## src/rtl/frame_timer_pkg.sv

```systemverilog
`timescale 1ns/1ps
package frame_timer_pkg;

    // Low offset field, meaning depends on the group bit
    localparam logic [1:0] OFS_DIO_DATA = 2'd0;
    localparam logic [1:0] OFS_DIO_CTRL = 2'd1;
    localparam logic [1:0] OFS_TEST     = 2'd0;
    localparam logic [1:0] OFS_START    = 2'd1;
    localparam logic [1:0] OFS_PERIOD   = 2'd2;
    localparam logic [1:0] OFS_DOWN     = 2'd3;

    // One-hot register select
    typedef struct packed {
        logic dio_data;
        logic dio_ctrl;
        logic test_word;
        logic start;
        logic period;
        logic down;
    } reg_sel_t;

endpackage

```

## src/rtl/ft_addr_decode.sv

```systemverilog
`timescale 1ns/1ps
module ft_addr_decode
    import frame_timer_pkg::*;
#(
    parameter int ADDR_W = 4
) (
    input  logic              en,
    input  logic [ADDR_W-1:0] addr,
    output reg_sel_t          sel,
    output logic              hit
);
    localparam int GRP_BIT = ADDR_W - 1;

    logic       pad_ok;
    logic       grp;
    logic [1:0] ofs;

    assign pad_ok = ~|addr[ADDR_W-2:2];
    assign grp    = addr[GRP_BIT];
    assign ofs    = addr[1:0];

    always_comb begin
        sel = '0;
        if (en && pad_ok) begin
            if (!grp) begin
                sel.dio_data  = (ofs == OFS_DIO_DATA);
                sel.dio_ctrl  = (ofs == OFS_DIO_CTRL);
            end else begin
                sel.test_word = (ofs == OFS_TEST);
                sel.start     = (ofs == OFS_START);
                sel.period    = (ofs == OFS_PERIOD);
                sel.down      = (ofs == OFS_DOWN);
            end
        end
    end

    assign hit = |sel;

    // at most one register is selected
    always_comb begin
        a_r2_onehot_sel: assert ($onehot0(sel));
    end

endmodule

```

## src/rtl/ft_ctrl_regs.sv

```systemverilog
`timescale 1ns/1ps
module ft_ctrl_regs
    import frame_timer_pkg::*;
#(
    parameter int               REG_W      = 16,
    parameter logic [REG_W-1:0] DIO_RST    = 16'h0001,
    parameter logic [REG_W-1:0] DIOC_RST   = 16'h3000,
    parameter logic [REG_W-1:0] START_RST  = 16'h0100,
    parameter logic [REG_W-1:0] PERIOD_RST = 16'h0100
) (
    input  logic             clk,
    input  logic             rst_n,
    input  logic             wr,
    input  reg_sel_t         sel,
    input  logic [REG_W-1:0] wdata,
    output logic [REG_W-1:0] dio_data,
    output logic [REG_W-1:0] dio_ctrl,
    output logic [REG_W-1:0] start_cnt,
    output logic [REG_W-1:0] period_cnt,
    output logic             restart
);
    typedef struct packed {
        logic [REG_W-1:0] dio_data;
        logic [REG_W-1:0] dio_ctrl;
        logic [REG_W-1:0] start;
        logic [REG_W-1:0] period;
    } ctrl_t;

    ctrl_t regs_d, regs_q;

    always_comb begin
        regs_d = regs_q;
        if (wr) begin
            if (sel.dio_data) regs_d.dio_data = wdata;
            if (sel.dio_ctrl) regs_d.dio_ctrl = wdata;
            if (sel.start)    regs_d.start    = wdata;
            if (sel.period)   regs_d.period   = wdata;
        end
    end

    always_ff @(posedge clk) begin
        if (!rst_n) begin
            regs_q.dio_data <= DIO_RST;
            regs_q.dio_ctrl <= DIOC_RST;
            regs_q.start    <= START_RST;
            regs_q.period   <= PERIOD_RST;
        end else begin
            regs_q <= regs_d;
        end
    end

    assign dio_data   = regs_q.dio_data;
    assign dio_ctrl   = regs_q.dio_ctrl;
    assign start_cnt  = regs_q.start;
    assign period_cnt = regs_q.period;
    assign restart    = wr && sel.start;

    // the period only changes through its own write
    a_r6_period_stable: assert property (@(posedge clk) disable iff (!rst_n)
        !(wr && sel.period) |=> $stable(period_cnt));

    // no stored value moves without a mapped write
    a_r10_no_stray_write: assert property (@(posedge clk) disable iff (!rst_n)
        !wr |=> $stable(regs_q));

endmodule

```

## src/rtl/ft_countdown.sv

```systemverilog
`timescale 1ns/1ps
module ft_countdown #(
    parameter int               CNT_W     = 16,
    parameter logic [CNT_W-1:0] START_RST = 16'h0100
) (
    input  logic             clk,
    input  logic             rst_n,
    input  logic             restart,
    input  logic [CNT_W-1:0] restart_val,
    input  logic [CNT_W-1:0] period,
    output logic [CNT_W-1:0] remain,
    output logic             irq
);
    localparam logic [CNT_W-1:0] ONE = CNT_W'(1);

    typedef struct packed {
        logic [CNT_W-1:0] cnt;
        logic             irq;
    } cd_t;

    cd_t cd_d, cd_q;

    always_comb begin
        cd_d     = cd_q;
        cd_d.irq = 1'b0;
        if (restart) begin
            cd_d.cnt = restart_val;
        end else if (cd_q.cnt <= ONE) begin
            cd_d.cnt = period;
            cd_d.irq = 1'b1;
        end else begin
            cd_d.cnt = cd_q.cnt - ONE;
        end
    end

    always_ff @(posedge clk) begin
        if (!rst_n) begin
            cd_q.cnt <= START_RST;
            cd_q.irq <= 1'b0;
        end else begin
            cd_q <= cd_d;
        end
    end

    assign remain = cd_q.cnt;
    assign irq    = cd_q.irq;

    // a running count steps down by one with no pulse
    a_r3_step_down: assert property (@(posedge clk) disable iff (!rst_n)
        (!restart && remain > ONE) |=> (remain == $past(remain) - ONE) && !irq);

    // expiry raises the pulse and reloads from the period
    a_r4_reload: assert property (@(posedge clk) disable iff (!rst_n)
        (!restart && remain <= ONE) |=> irq && (remain == $past(period)));

    // a restart suppresses the pulse and loads the new start
    a_r5_restart: assert property (@(posedge clk) disable iff (!rst_n)
        restart |=> !irq && (remain == $past(restart_val)));

endmodule

```

## src/rtl/ft_test_word.sv

```systemverilog
`timescale 1ns/1ps
module ft_test_word #(
    parameter int REG_W = 16
) (
    input  logic               clk,
    input  logic               rst_n,
    input  logic               take,
    output logic [2*REG_W-1:0] word
);
    localparam logic [REG_W-1:0] INC = REG_W'(1);

    typedef struct packed {
        logic [REG_W-1:0] reads;
        logic [REG_W-1:0] ticks;
    } tw_t;

    tw_t tw_d, tw_q;

    always_comb begin
        tw_d       = tw_q;
        tw_d.ticks = tw_q.ticks + INC;
        if (take) tw_d.reads = tw_q.reads + INC;
    end

    always_ff @(posedge clk) begin
        if (!rst_n) tw_q <= '0;
        else        tw_q <= tw_d;
    end

    assign word = tw_q;

    // the tick field advances on every edge, with wrap
    a_r8_tick: assert property (@(posedge clk) disable iff (!rst_n)
        1'b1 |=> word[REG_W-1:0] == $past(word[REG_W-1:0]) + INC);

    // the read field moves only on a test word read
    a_r9_read_step: assert property (@(posedge clk) disable iff (!rst_n)
        take |=> word[2*REG_W-1:REG_W] == $past(word[2*REG_W-1:REG_W]) + INC);
    a_r9_read_hold: assert property (@(posedge clk) disable iff (!rst_n)
        !take |=> $stable(word[2*REG_W-1:REG_W]));

endmodule

```

## src/rtl/frame_irq_timer.sv

```systemverilog
`timescale 1ns/1ps
module frame_irq_timer
    import frame_timer_pkg::*;
#(
    parameter int               REG_W      = 16,
    parameter int               ADDR_W     = 4,
    parameter logic [REG_W-1:0] DIO_RST    = 16'h0001,
    parameter logic [REG_W-1:0] DIOC_RST   = 16'h3000,
    parameter logic [REG_W-1:0] START_RST  = 16'h0100,
    parameter logic [REG_W-1:0] PERIOD_RST = 16'h0100
) (
    input  logic               clk,
    input  logic               rst_n,
    input  logic               bus_en,
    input  logic               bus_we,
    input  logic [ADDR_W-1:0]  bus_addr,
    input  logic [REG_W-1:0]   bus_wdata,
    output logic [2*REG_W-1:0] bus_rdata,
    output logic               irq,
    output logic [REG_W-1:0]   dio_data,
    output logic [REG_W-1:0]   dio_ctrl
);
    localparam int WORD_W = 2 * REG_W;

    reg_sel_t         sel;
    logic             hit;
    logic             rd, wr;
    logic [REG_W-1:0] start_cnt, period_cnt, remain;
    logic             restart;
    logic [WORD_W-1:0] test_word;

    assign rd = bus_en && !bus_we;
    assign wr = bus_en &&  bus_we;

    ft_addr_decode #(.ADDR_W(ADDR_W)) u_dec (
        .en   (bus_en),
        .addr (bus_addr),
        .sel  (sel),
        .hit  (hit)
    );

    ft_ctrl_regs #(
        .REG_W      (REG_W),
        .DIO_RST    (DIO_RST),
        .DIOC_RST   (DIOC_RST),
        .START_RST  (START_RST),
        .PERIOD_RST (PERIOD_RST)
    ) u_regs (
        .clk        (clk),
        .rst_n      (rst_n),
        .wr         (wr),
        .sel        (sel),
        .wdata      (bus_wdata),
        .dio_data   (dio_data),
        .dio_ctrl   (dio_ctrl),
        .start_cnt  (start_cnt),
        .period_cnt (period_cnt),
        .restart    (restart)
    );

    ft_countdown #(.CNT_W(REG_W), .START_RST(START_RST)) u_cd (
        .clk         (clk),
        .rst_n       (rst_n),
        .restart     (restart),
        .restart_val (bus_wdata),
        .period      (period_cnt),
        .remain      (remain),
        .irq         (irq)
    );

    ft_test_word #(.REG_W(REG_W)) u_tw (
        .clk   (clk),
        .rst_n (rst_n),
        .take  (rd && sel.test_word),
        .word  (test_word)
    );

    typedef struct packed {
        logic [WORD_W-1:0] rdata;
    } rd_t;

    rd_t rd_d, rd_q;

    always_comb begin
        rd_d = rd_q;
        if (rd) begin
            if (sel.dio_data)       rd_d.rdata = WORD_W'(dio_data);
            else if (sel.dio_ctrl)  rd_d.rdata = WORD_W'(dio_ctrl);
            else if (sel.test_word) rd_d.rdata = test_word;
            else if (sel.start)     rd_d.rdata = WORD_W'(start_cnt);
            else if (sel.period)    rd_d.rdata = WORD_W'(period_cnt);
            else if (sel.down)      rd_d.rdata = WORD_W'(remain);
            else                    rd_d.rdata = '0;
        end
    end

    always_ff @(posedge clk) begin
        if (!rst_n) rd_q <= '0;
        else        rd_q <= rd_d;
    end

    assign bus_rdata = rd_q.rdata;

    // an unmapped read returns zero
    a_r10_unmapped_zero: assert property (@(posedge clk) disable iff (!rst_n)
        (rd && !hit) |=> bus_rdata == '0);

    // read data holds when no read is presented
    a_r11_hold: assert property (@(posedge clk) disable iff (!rst_n)
        !rd |=> $stable(bus_rdata));

    // a 16-bit register read leaves the upper half clear
    a_r2_upper_clear: assert property (@(posedge clk) disable iff (!rst_n)
        (rd && hit && !sel.test_word) |=> bus_rdata[WORD_W-1:REG_W] == '0);

endmodule

```

## config.mk

```make
export PLATFORM = sky130hd
export DESIGN_NAME = frame_irq_timer
export DESIGN_NICKNAME = d
export VERILOG_FILES = /design/src/rtl/frame_timer_pkg.sv /design/src/rtl/ft_addr_decode.sv /design/src/rtl/ft_ctrl_regs.sv /design/src/rtl/ft_countdown.sv /design/src/rtl/ft_test_word.sv /design/src/rtl/frame_irq_timer.sv
export SDC_FILE = /design/constraint.sdc
export NUM_CORES = 1
export LEC_CHECK = 0
export BUFFER_PORTS_ARGS = -buffer_cell sky130_fd_sc_hd__buf_2
export CAP_MARGIN = 20
export CORE_AREA = 3 3 120 122
export DETAILED_ROUTE_END_ITERATION = 6
export DIE_AREA = 0 0 123 125
export PLACE_DENSITY = 0.73
export SYNTH_ARGS = -nofsm -noshare
export SYNTH_HDL_FRONTEND = slang
export SYNTH_SLANG_ARGS = --single-unit
export TNS_END_PERCENT = 50
```

## constraint.sdc

```tcl
create_clock -name clk -period 2.81 [get_ports clk]
set_input_delay 0.1405 -clock clk [delete_from_list [all_inputs] [get_ports clk]]
set_output_delay 0.1405 -clock clk [all_outputs]
set_load 0.005 [all_outputs]
```

==> metrics.md <==
| Metric | Value |
|---|---|
| Status | `finished clean` |
| Number of global-route vias before repair | `5575` |
| Die Y | `125 um` |
| IO Count | `89` |
| Hold-fix buffers at CTS | `0` |
| Final #Nets | `886` |
| Leakage power | `3.04 nW` |
| CTS max path bufs | `2` |
| Cell type with the largest total area after synthesis | `dfxtp_1` |
| TritonCTS clock tree | `yes` |
| Via count | `5956` |
| Sequential fraction of the synthesis area | `42.8%` |
| Top post-synthesis cells by area | `dfxtp_1 43%, nand2_1 6.8%, a21boi_0 5.6%` |
| Via density per instance | `5.69` |
| # Max-Cap Violations | `0` |
| Resize count post-CTS | `0` |
| Antenna Nets Post-Route | `0` |
| CP Capture Type | `flop` |
| EDFF count, synth | `0` |
| CP Data Required Time | `3090 ps` |
| #FFs+latches synth | `145` |
| Num CTS Buffers | `17` |
| Hold Fails Final Rpt | `0` |
| Initial antenna violation count | `2` |
| Hold Slack | `10.1 ps` |
| Detailed Route Iter0 Violations | `493` |
| Clock slew at reported path FFs | `60 ps` |
| Ys async rst share | `0%` |
| HPWL Detailed | `12500 um` |
| Worst path arrival time | `2560 ps` |
| Root Driver | `clkbuf_16` |
| Worst Tran Pin Value | `893 ps` |
| Syn_area_per_cell | `8.69 sq um` |
| Mapped Cells | `781` |
| Synth unique cells | `59` |
| Max-slew violations | `0` |
| Clock Skews | `7.21 ps` |
| CP max stage delay | `520 ps` |
| RePlAce Congestion | `0.923` |
| ANT cells | `0` |
| Slowest CP cell | `or4b_1` |
| Std cell rows | `42` |
| CORE AREA | `13300 sq um` |
| CP max FO | `14` |
| Initial Util | `51.0%` |
| P&R area growth vs syn | `17.9%` |
| Final min period | `2270 ps` |
| Critical Path Most Common Cell | `o21ai_0` |
| Die X-Extent | `123 um` |
| Port buffer count | `88` |
| Setup Buffers After CTS | `0` |
| Maximum clock frequency | `440 MHz` |
| CP Class | `flop to flop` |
| Largest net degree at the start of global routing | `61` |
| Grt ovf | `0` |
| Synthesis Warnings | `0` |
| Net Count, Synth | `809` |
| TritonCTS Sinks | `145` |
| Most common flop cell mapped by yosys | `dfxtp_1` |
| Top cell family by delay on the critical path | `simple AND/OR/NAND/NOR gates` |
| Buffer and inverter count on the worst path | `1` |
| Clk Latency, worst-skew pair | `420 ps` |
| Top cell type's share of synthesized area | `42.8%` |
| First-pass GRT wire length | `29300 um` |
| Power Dens Cells | `677 nW/um^2` |
| Fin crit share | `80.9%` |
| Tightest Hold Check Type | `primary input to flop` |
| Max-slew headroom | `39.9%` |
| Htree depth | `4` |
| Startpoint types | `flop` |
| Routed wire length per instance | `17.4 um` |
| Die Area | `15400 sq um` |
| # setup viols final | `0` |
| Critical path, cell by cell | `inv_1 -> ha_1 -> o21bai_1 -> or4b_1 -> or2_1 -> o21ai_0 -> o21ai_0` |
| Post-route DRC | `0` |
| Netlist Area Pre-Place | `6790 sq um` |
| Worst vdd ir | `501 uV` |
| Initial DRT Pass Iterations | `5` |
| Final wirelength | `18200 um` |
| GRT Overall Usage | `24.0%` |
| Setup TNS | `0 ps` |
| RSZ-0062 raised after global routing | `false` |
| Layout cells sized above 1 | `18.8%` |
## cells in the mapped netlist, types with 2 or more instances
| library cell | instances |
|---|---|
| nor3_1 | 11 |
| a22oi_1 | 19 |
| o21ai_1 | 2 |
| nor2_2 | 3 |
| and4_1 | 3 |
| and2_1 | 23 |
| nand3b_1 | 3 |
| or2_2 | 2 |
| nor4b_1 | 2 |
| a21oi_1 | 41 |
| inv_1 | 4 |
| and3_1 | 6 |
| xnor2_1 | 23 |
| clkbuf_1 | 39 |
| nand4_1 | 9 |
| o21ai_0 | 31 |
| o211ai_1 | 16 |
| o21bai_1 | 2 |
| o22ai_1 | 7 |
| a21boi_1 | 2 |
| nand2_1 | 123 |
| a31oi_1 | 3 |
| nand2b_1 | 9 |
| nor4_4 | 2 |
| mux2_2 | 7 |
| a221oi_1 | 9 |
| buf_2 | 10 |
| ha_1 | 4 |
| nor4_1 | 5 |
| o31ai_1 | 2 |
| nor2b_1 | 35 |
| dfxtp_1 | 145 |
| a21boi_0 | 51 |
| nand3_1 | 28 |
| mux2i_1 | 32 |
| xor2_1 | 8 |
| buf_6 | 2 |
| nor3_4 | 2 |
| nor2_1 | 24 |
| or3_1 | 13 |
## worst min-delay path: cells and delay by family
kind / cells / cell delay [ps]
and+or+nand+nor: 1 / 50
AOI/OAI and AO/OA: 1 / 60
buffers and inverters: 1 / 130
## flip-flops by register name (all words and copies together) (netlist names)
signal             flops
u_cd.remain           16
u_cd.irq               1
bus_rdata             32
u_regs.dio_data       16
u_regs.dio_ctrl       16
u_tw.word             32
u_regs.start_cnt      16
u_regs.period_cnt     16
## power by group
group | switching [mW] | leakage (nW) | internal (mW)
Sequential | 0.125 | 1.17 | 2.15
Combinational | 0.467 | 1.58 | 0.381
Clock | 0.873 | 0.285 | 1.42
## final timing paths
check / endpoint / slack (ps) / from / cells past startpoint
max reg2reg: u_cd.remain[2]$_SDFF_PN0_ / 540 / u_cd.remain[0]$_SDFF_PN0_ / 7
min reg2reg: u_regs.start_cnt[8]$_SDFFE_PN1P_ / 450 / u_regs.start_cnt[8]$_SDFFE_PN1P_ / 2
min: u_regs.dio_ctrl[8]$_SDFFE_PN0P_ / 10 / bus_wdata[8] / 3
max: u_cd.remain[2]$_SDFF_PN0_ / 540 / u_cd.remain[0]$_SDFF_PN0_ / 7
## logic make-up after synthesis
family	Yosys count	share of synthesized area, %
and+or+nand+nor	312	24.1
AOI/OAI and AO/OA	191	18.5
DFF	145	42.8
buffers and inverters	58	3.67
muxes	40	6.21
xor gates and xnor gates	31	4.00
adders and majority gates	4	0.737
## final cells by class
cell class,instances,area [sq um]
sequential,145,2900
timing repair buffer,111,616
tap,176,220
inverter,5,18.8
fill,1207,5290
clock inverter,13,161
clock buffer,19,443
multi-input combinational,578,3640
## layout by cell type, fill, tap and decap left out, drive strengths merged, types with 2 or more instances in the layout
master and n:
nand2b 9, a221oi 9, ha 4, clkinv 6, xor2 8, nor4b 2
nor3 14, clkinvlp 4, xnor2 23, and4 3, nor4 8, buf 111
o22ai 7, nand3b 3, or2 3, and3 6, nor2 27, mux2i 32
nand2 123, or4b 2, clkbuf 19, a22oi 19, nor2b 35, dfxtp 145
a21oi 41, o211ai 16, nand3 29, o21ai 33, nand4 9, a31oi 3
and2 23, o21bai 2, mux2 7, o31ai 2, a21boi 53, inv 5
or3 13, bufinv 3
## layer usage
metal | track usage [%] | wire [um]
met3 | 6.28 | 1160
met4 | 7.17 | 292
met1 | 32.7 | 8370
met5 | 0 | 27
met2 | 37.4 | 8380
## per-stage QoR
| step | power [mW] | cells | worst slack, ps | cell area, sq um | util (%) |
|---|---|---|---|---|---|
| 6_report | 5.42 | 1047 | 538 | 8000 | 60.2 |
| 5_1_grt | 5.67 | 1047 | 283 | 8000 | 60.2 |
| 4_1_cts | 5.44 | 1047 | 524 | 8000 | 60.2 |
| 3_5_place_dp | 3.14 | 1015 | 557 | 7400 | 55.6 |
| 3_3_place_gp | 3.14 | 1015 | 606 | 7400 | 55.6 |
| 2_1_floorplan | 2.91 | 781 | 780 | 6790 | - |
No activity file was read; power rests on OpenSTA's default activity.
